<file path="config.mk">
export PLATFORM = sky130hd
export DESIGN_NAME = dacreg_latch
export DESIGN_NICKNAME = d
export VERILOG_FILES = /design/src/rtl/dacreg_pkg.sv /design/src/rtl/dacreg_decode.sv /design/src/rtl/dacreg_justify.sv /design/src/rtl/dacreg_latch.sv
export SDC_FILE = /design/constraint.sdc
export NUM_CORES = 1
export LEC_CHECK = 0
export ABC_CLOCK_PERIOD_IN_PS = 1460
export BUFFER_PORTS_ARGS = -buffer_cell sky130_fd_sc_hd__buf_2
export CORE_MARGIN = 2
export CORE_UTILIZATION = 49
export DETAILED_ROUTE_END_ITERATION = 12
export PLACE_DENSITY = 0.73
export SLEW_MARGIN = 15
export SYNTH_ARGS = -nofsm -noshare
export SYNTH_HDL_FRONTEND = slang
export SYNTH_HIERARCHICAL = 1
export SYNTH_SLANG_ARGS = --single-unit
</file>
<file path="constraint.sdc">
create_clock -name clk -period 1.46 [get_ports clk]
set_input_delay 0.073 -clock clk [delete_from_list [all_inputs] [get_ports clk]]
set_output_delay 0.073 -clock clk [all_outputs]
set_load 0.01 [all_outputs]
</file>
<file path="src/rtl/dacreg_pkg.sv">
package dacreg_pkg;

    // Width of the justification format field
    localparam int FMT_W = 3;

    // Which register a bus write targets
    typedef enum logic [1:0] {
        SEL_NONE = 2'd0,
        SEL_LO   = 2'd1,
        SEL_HI   = 2'd2,
        SEL_CTL  = 2'd3
    } sel_e;

    // Shift of the 12-bit field inside the 16-bit word for a format code:
    // the top bit set means fully left-justified, otherwise the low bits
    // give the shift, clamped to what the word allows.
    function automatic int fmt_shift(input logic [FMT_W-1:0] f, input int max_s);
        int s;
        if (f[FMT_W-1]) s = max_s;
        else            s = int'(f[FMT_W-2:0]);
        if (s > max_s) s = max_s;
        return s;
    endfunction

endpackage

</file>
<file path="src/rtl/dacreg_decode.sv">
module dacreg_decode
    import dacreg_pkg::*;
#(
    parameter int ADDR_W   = 2,
    parameter int LO_ADDR  = 0,
    parameter int HI_ADDR  = 1,
    parameter int CTL_ADDR = 2
) (
    input  logic              we,
    input  logic [ADDR_W-1:0] addr,
    output sel_e              sel
);
    localparam logic [ADDR_W-1:0] LO_A  = ADDR_W'(LO_ADDR);
    localparam logic [ADDR_W-1:0] HI_A  = ADDR_W'(HI_ADDR);
    localparam logic [ADDR_W-1:0] CTL_A = ADDR_W'(CTL_ADDR);

    always_comb begin
        sel = SEL_NONE;
        if (we) begin
            if      (addr == LO_A)  sel = SEL_LO;
            else if (addr == HI_A)  sel = SEL_HI;
            else if (addr == CTL_A) sel = SEL_CTL;
        end
    end
endmodule

</file>
<file path="src/rtl/dacreg_justify.sv">
module dacreg_justify
    import dacreg_pkg::*;
#(
    parameter int BYTE_W = 8,
    parameter int CODE_W = 12
) (
    input  logic [FMT_W-1:0]  fmt,
    input  logic [BYTE_W-1:0] hi,
    input  logic [BYTE_W-1:0] lo,
    output logic [CODE_W-1:0] code
);
    localparam int WORD_W    = 2 * BYTE_W;
    localparam int MAX_SHIFT = WORD_W - CODE_W;

    logic [WORD_W-1:0] word;
    logic [CODE_W-1:0] cand [0:MAX_SHIFT];

    assign word = {hi, lo};

    // One candidate field per legal shift
    for (genvar g = 0; g <= MAX_SHIFT; g++) begin : g_cand
        assign cand[g] = word[g +: CODE_W];
    end

    always_comb begin : p_pick
        int sh;
        sh   = fmt_shift(fmt, MAX_SHIFT);
        code = '0;
        for (int s = 0; s <= MAX_SHIFT; s++) begin
            if (s == sh) code = cand[s];
        end
    end
endmodule

</file>
<file path="src/rtl/dacreg_latch.sv">
module dacreg_latch
    import dacreg_pkg::*;
#(
    parameter int ADDR_W   = 2,
    parameter int BYTE_W   = 8,
    parameter int CODE_W   = 12,
    parameter int LO_ADDR  = 0,
    parameter int HI_ADDR  = 1,
    parameter int CTL_ADDR = 2,
    parameter int EN_BIT   = 0,
    parameter int FMT_LSB  = 1
) (
    input  logic              clk,
    input  logic              rst_n,
    input  logic              bus_we,
    input  logic [ADDR_W-1:0] bus_addr,
    input  logic [BYTE_W-1:0] bus_wdata,
    output logic [CODE_W-1:0] dac_code,
    output logic              dac_update,
    output logic              dac_oe
);
    typedef struct packed {
        logic [BYTE_W-1:0] stage;
        logic [CODE_W-1:0] code;
        logic              upd;
        logic              en;
        logic [FMT_W-1:0]  fmt;
    } state_t;

    state_t            st_d, st_q;
    sel_e              sel;
    logic [CODE_W-1:0] just_code;

    dacreg_decode #(
        .ADDR_W  (ADDR_W),
        .LO_ADDR (LO_ADDR),
        .HI_ADDR (HI_ADDR),
        .CTL_ADDR(CTL_ADDR)
    ) u_decode (
        .we  (bus_we),
        .addr(bus_addr),
        .sel (sel)
    );

    // The incoming byte is the high half; the staged byte is the low half
    dacreg_justify #(
        .BYTE_W(BYTE_W),
        .CODE_W(CODE_W)
    ) u_justify (
        .fmt (st_q.fmt),
        .hi  (bus_wdata),
        .lo  (st_q.stage),
        .code(just_code)
    );

    always_comb begin
        st_d     = st_q;
        st_d.upd = 1'b0;
        unique case (sel)
            SEL_LO:  st_d.stage = bus_wdata;
            SEL_HI: begin
                st_d.code = just_code;
                st_d.upd  = 1'b1;
            end
            SEL_CTL: begin
                st_d.en  = bus_wdata[EN_BIT];
                st_d.fmt = bus_wdata[FMT_LSB +: FMT_W];
            end
            default: ;
        endcase
    end

    always_ff @(posedge clk or negedge rst_n) begin
        if (!rst_n) st_q <= '0;
        else        st_q <= st_d;
    end

    assign dac_code   = st_q.code;
    assign dac_update = st_q.upd;
    assign dac_oe     = st_q.en;
endmodule

</file>
==> results of run 1 <==
[power groups by stage]
stage	registers, mW	clock network, mW	logic (mW)
6_report	1.13	0.311	1.39
5_1_grt	1.17	0.365	1.50
4_1_cts	1.13	0.326	1.37
3_5_place_dp	1.14	0	1.36
3_3_place_gp	1.13	0	1.33
2_1_floorplan	1.08	0	1.32
[registers in the layout, summed over array words and instances (netlist names)]
register / cells
dac_code: 12
dac_update: 1
st_q: 11
dac_oe: 1
[through the flow]
step | TNS (ns) | util, % | area, um^2 | power (mW)
final | 0 | 54.50 | 1804 | 2.830
after global routing | -0.008999 | 54.50 | 1804 | 3.034
after CTS | 0 | 53.93 | 1785 | 2.821
after detailed placement | 0 | 52.49 | 1738 | 2.504
after global placement | 0 | 52.49 | 1738 | 2.459
after floorplan | 0 | - | 1679 | 2.401
[path summary, 6_finish.rpt]
kind | cells after the start | slack [ns] | endpoint
max in group asynchronous | 2 | 0.77 | st_q[2]$_DFFE_PN0N_
worst min-delay path | 2 | 0.02 | st_q[23]$_DFFE_PN0N_
worst max-delay path | 5 | 0.06 | dac_code[7]$_DFFE_PN0N_
min in group asynchronous | 2 | 0.27 | dac_code[2]$_DFFE_PN0N_
worst max register to register | 5 | 0.06 | dac_code[7]$_DFFE_PN0N_
worst min register to register | 1 | 0.52 | dac_code[8]$_DFFE_PN0N_
[placed cells by master (no fill, tap or decap)]
cell           netlist  routed
nor2_1               7       7
and2_1               1       1
mux2_2               7       7
mux2_4              17      17
mux2i_1             12      12
o21ai_1              3       4
o32ai_1              4       3
nor3_1               2       2
inv_1                4       4
o22a_1               2       2
ha_1                 2       2
clkbuf_4             0       3
o21a_1               7       7
dfrtp_1             25      23
o21ai_0              5       4
nand2b_1             2       1
clkinv_2             0       1
dlygate4sd3_1        0       2
and3b_2              0       1
buf_12               2       1
nand2_1              3       3
buf_2                3      26
o32ai_2              0       1
buf_4               14       6
a22oi_1              6       6
nand3b_2             1       1
nand2b_4             1       2
dfrtp_2              0       2
nand3b_1             6       6
a211oi_1             4       4
[cells in the mapped netlist, types with 2 or more instances]
library cell and number:
a211oi_1 4, a22oi_1 6, buf_12 2, buf_2 3, buf_4 14, buf_6 3
dfrtp_1 25, ha_1 2, inv_1 4, mux2_2 7, mux2_4 17, mux2i_1 12
nand2_1 3, nand2b_1 2, nand3b_1 6, nor2_1 7, nor3_1 2, o21a_1 7
o21ai_0 5, o21ai_1 3, o22a_1 2, o32ai_1 4
[area by class of cell]
cell class | instances | area, um^2
tap | 46 | 57.56
sequential | 25 | 628.1
multi-input combinational | 93 | 860.8
clock buffer | 3 | 22.52
inverter | 4 | 15.01
timing repair buffer | 35 | 215.2
fill | 303 | 1506
clock inverter | 1 | 5.005
[kinds of logic (layout without fill, tap and decap cells)]
group / Yosys count / after routing
multiplexers: 36 / 36
AO/OA/AOI/OAI: 31 / 31
buffers and inverters: 26 / 43
flip-flops: 25 / 25
AND/OR/NAND/NOR: 24 / 24
adder cells (fa/ha/maj): 2 / 2
[per-layer routing]
metal,part of all wire [%],up-vias,global-route usage (%)
met2,47,30,28.90
li1,-,544,-
met5,0,-,0
met1,47,549,23.43
met3,3.8,6,2.162
met4,1.4,0,4.167
[what timing repair did]
action / CTS / global route
resized for setup: 0 / 7
endpoints found under the setup margin: 0 / 8
hold buffers: 2 / 0
setup buffers: 0 / 0
hold endpoints to repair: 26 / 0
==> out/results.ini, run 1 <==
[layout]
final_cells = 207
drive_gt1_share_pct = 42.24
areaGrowthSynthToFinish_pct = 7.452
diodes = 0
nNetsFinal = 177

[route]
finalWirelength_um = 3141
drtAntennaViolNets = 0
drc_errors = 0
wl_per_cell_um = 15.17
drt_iter0_drc = 39
dr.pass1.iters = 4
num_vias = 1129
via_per_inst = 5.454

[synthesis]
ys_seq_area_share_pct = 37.26
ys_dominant_reg_cell = dfrtp_1
syn_area_um2 = 1679
synth_edf_count = 0
yosys-mux-area-fraction_pct = 27.05
yosys_warnings = 6
synth_top_area_cell = dfrtp_1
synthAdderAreaFrac_pct = 1.490
yosysTopAreaCellShare_pct = 37.26
synth_compound_area_share_pct = 13.11
synth_top_family_by_area = multiplexers
ys_seq_elements = 25
syn-num-nets = 159
syn_avg_cell_area_um2 = 11.66
synthTopCellsByArea = dfrtp_1 (37%), mux2_4 (15%), mux2i_1 (7.2%)
netlist_instances = 144
synth_xor_area_share_pct = 0
ys_types = 26
synthSimpleGateAreaFrac_pct = 8.644
synthArstFlopShare_pct = 100.0

[worst_setup_path]
reg2reg_from = st_q[1]$_DFFE_PN0N_
crit_start = st_q[1]$_DFFE_PN0N_
worst_setup_path_start_kind = flip-flop
crit_type = flip-flop to flip-flop
crit_path_cell_trace = buf_4 -> nand3b_2 -> nor2_1 -> a211oi_1 -> mux2_4
end_kind = flip-flop
crit_path_max_incr_delay_ns = 0.42
cpLargestDelayFamily = flip-flops
crit_required_ns = 1.68
path_buf_inv = 1
crit_fanout = 12
crit_path_top_delay_cell = dfrtp_1
crit_arrival_ns = 1.63

[placement]
place.gp.congestion = 0.8862
place_ws_ns = 0.01673
dp_hpwl_um = 2319
dp.cells = 201
numPortBuffers = 26

[power_and_ir_drop]
netSwitchingFraction_pct = 35.75
pwr-share-clk_pct = 11.0
switching_power_mw = 1.012
power.internal_mw = 1.818
vdd_drop_max_mv = 0.7685
powerDensity_nw_per_um2 = 1568
combPwrFrac_pct = 49.0
p_seq_share_pct = 40.0
leakage_nw = 0.8664

[grt]
antenna_found_initial = 0
grt_pass1_wl_um = 5347
grt_max_degree = 26
grt_pass1_vias = 1097
grt_remaining_overflow = 0
grt_usage_pct = 17.12

[floorplan]
dieArea_um2 = 3911
die_w_um = 62.54
row_count = 21
io_pins = 27
core_um2 = 3311
initial_core_util_pct = 50.72
chipHeight_um = 62.54

[sta]
worst_clock_skew_ns = 0.01159
fmax_mhz = 712.1
finalSetupViolations = 0
setup_slack_ns = 0.05577
slew_headroom_pct = 62.19
hold_slack_ns = 0.02463
tightest_slew_ns = 0.5671
slew_violations = 0
period_minus_slack_ns = 1.404
hold_viol = 0
rsz0062_at_grt = yes
min_period_over_period_pct = 96.18

[outcome]
outcome = completed

[worst_hold_path]
min_from = bus_wdata[6]
min_path_type = input pin to flip-flop

[job]
maxCapViolations = 0

[clock_tree]
h-tree-depth = 1
max-clock-path-buffers = 2
cts-buffers-inserted = 3
cts_sinks = 25
cts.clk_slew.worst_paths_ns = 0.15
root_buffer = clkbuf_4
cts_tree = done
clock_latency_ns = 0.32

(Power assumes the default switching activity.)
==> inputs of run 2 (changes only) <==
--- a/config.mk
+++ b/config.mk
@@ -10,6 +10,7 @@
 export CORE_MARGIN = 2
 export CORE_UTILIZATION = 49
 export DETAILED_ROUTE_END_ITERATION = 12
+export MAX_ROUTING_LAYER = met4
 export PLACE_DENSITY = 0.73
 export SLEW_MARGIN = 15
 export SYNTH_ARGS = -nofsm -noshare
==> run 2 against run 1 <==
Via count decreased by 0.97%. Non-clock buffer count unchanged. Core utilization unchanged. Sequential share of layout area unchanged. Combinational power hardly changed. Die area is the same. Critical path depth decreased by 1. Largest cell class unchanged.
==> out/results.ini, run 2 (synthesis results as in run 1) <==
[outcome]
outcome = completed

[clock_tree]
max-clock-path-buffers = 2
root_buffer = clkbuf_4
h-tree-depth = 1
clock_latency_ns = 0.32
cts_tree = done
cts_sinks = 25
post_cts_buffers = 0
cts-buffers-inserted = 3
cts.clk_slew.worst_paths_ns = 0.15

[route]
wl_per_cell_um = 15.07
wl_met1_um = 1457
dr.pass1.iters = 4
route.met3.wl_um = 137
drt_iter0_drc = 50
num_vias = 1118
drtAntennaViolNets = 0
top_layer_used = met4
wl_met2_um = 1503
finalWirelength_um = 3120
via_per_inst = 5.401
drc_errors = 0

[worst_setup_path]
crit_path_cell_trace = buf_4 -> nand3b_2 -> o22a_1 -> mux2_4
end_kind = flip-flop
crit_fanout = 12
worst_setup_path_start_kind = flip-flop
crit_path_max_incr_delay_ns = 0.42
crit_type = flip-flop to flip-flop
path_buf_inv = 1
crit_path_top_delay_cell = dfrtp_1
cpLargestDelayFamily = flip-flops
crit_arrival_ns = 1.62
crit_required_ns = 1.68

[floorplan]
die_w_um = 62.54
dieArea_um2 = 3911
initial_core_util_pct = 50.72
core_um2 = 3311
io_pins = 27
row_count = 21
chipHeight_um = 62.54

[layout]
final_common_cell = buf_2
diodes = 0
largest_reg_flops = 12
areaGrowthSynthToFinish_pct = 7.452
drive_gt1_share_pct = 42.24
final_cell_mix = buf_2 (26), dfrtp_1 (23), mux2_4 (17)
nNetsFinal = 177
fin_area_um2 = 1804
n_fill_cell = 303

[grt]
grt_remaining_overflow = 0
grt_pass1_vias = 1092
grt_usage_pct = 17.65
antenna_found_initial = 0
grt_pass1_wl_um = 5361
grt_max_degree = 26

[power_and_ir_drop]
powerDensity_nw_per_um2 = 1566
vdd_drop_max_mv = 0.7629
leakage_nw = 0.8664
p_total_mw = 2.825

[placement]
dpl-instance-area_um2 = 1738
dp_hpwl_um = 2319
place.gp.congestion = 0.9009
numPortBuffers = 26

[job]
maxCapViolations = 0

[sta]
tightest_slew_ns = 0.5638
min_period_over_period_pct = 96.03
period_minus_slack_ns = 1.402
slew_violations = 0
slew_headroom_pct = 62.42
worst_clock_skew_ns = 0.01173
finalSetupViolations = 0
rsz0062_at_grt = yes
fmax_mhz = 713.2
hold_viol = 0

[worst_hold_path]
min_path_type = input pin to flip-flop

run 2: cell counts in the layout (fill, tap and decap cells not counted):
Identical to the previous run, type by type.
run 2: path summary, 6_finish.rpt:
check	endpoint	slack, ns	startpoint	cells past startpoint
worst max-delay path	dac_code[10]$_DFFE_PN0N_	0.06	st_q[1]$_DFFE_PN0N_	4
worst min-delay path	st_q[23]$_DFFE_PN0N_	0.03	bus_wdata[6]	2
worst max register to register	dac_code[10]$_DFFE_PN0N_	0.06	st_q[1]$_DFFE_PN0N_	4
worst min register to register	dac_code[8]$_DFFE_PN0N_	0.52	dac_code[8]$_DFFE_PN0N_	1
max in group asynchronous	st_q[2]$_DFFE_PN0N_	0.78	rst_n	2
min in group asynchronous	dac_code[2]$_DFFE_PN0N_	0.27	rst_n	2
run 2: metrics by stage:
| step | setup TNS [ns] | util, % | hold slack (ns) | instances | worst slack (ns) |
|---|---|---|---|---|---|
| floorplan | 0 | - | -0.2226 | 144 | 0.06519 |
| global placement | 0 | 52.49 | 0.09267 | 201 | 0.05199 |
| detailed placement | 0 | 52.49 | 0.09809 | 201 | 0.01673 |
| CTS | 0 | 53.93 | 0.01717 | 207 | 0.03140 |
| global route | -0.008999 | 54.50 | 0.001768 | 207 | -0.005963 |
| finish | 0 | 54.50 | 0.02919 | 207 | 0.05793 |
run 2: worst register-to-register path: stages (launching register included):
cell	delay [ns]
dfrtp_1	0.42
buf_4	0.21
nand3b_2	0.17
o22a_1	0.24
mux2_4	0.26
run 2: routing by layer:
layer | vias to the layer above | GRT usage, %
met1 | 543 | 23.55
met4 | 0 | 4.167
li1 | 541 | -
met2 | 32 | 28.90
met3 | 2 | 2.162
met5 | - | -
run 2: layout make-up:
type	instances	area [um^2]	share of cell area [%]
multi-input cells	93	860.8	47.71
flip-flops and latches	25	628.1	34.81
repair buffers	35	215.2	11.93
well taps	46	57.56	3.190
clock buffers	3	22.52	1.248
inverters	4	15.01	0.8322
clock inverters	1	5.005	0.2774
run 2: what timing repair did:
action,4_1_cts,5_1_grt
endpoints found under the hold margin,26,0
setup endpoints to repair,0,8
gates resized for setup,0,7
hold buffers,2,0
run 2: power breakdown:
| group | total, mW | internal, mW | switching, mW | leakage, nW |
|---|---|---|---|---|
| sequential | 1.13 | 0.942 | 0.189 | 0.296 |
| combinational | 1.38 | 0.774 | 0.610 | 0.552 |
| clock | 0.311 | 0.102 | 0.208 | 0.0177 |
| total | 2.83 | 1.82 | 1.01 | 0.866 |
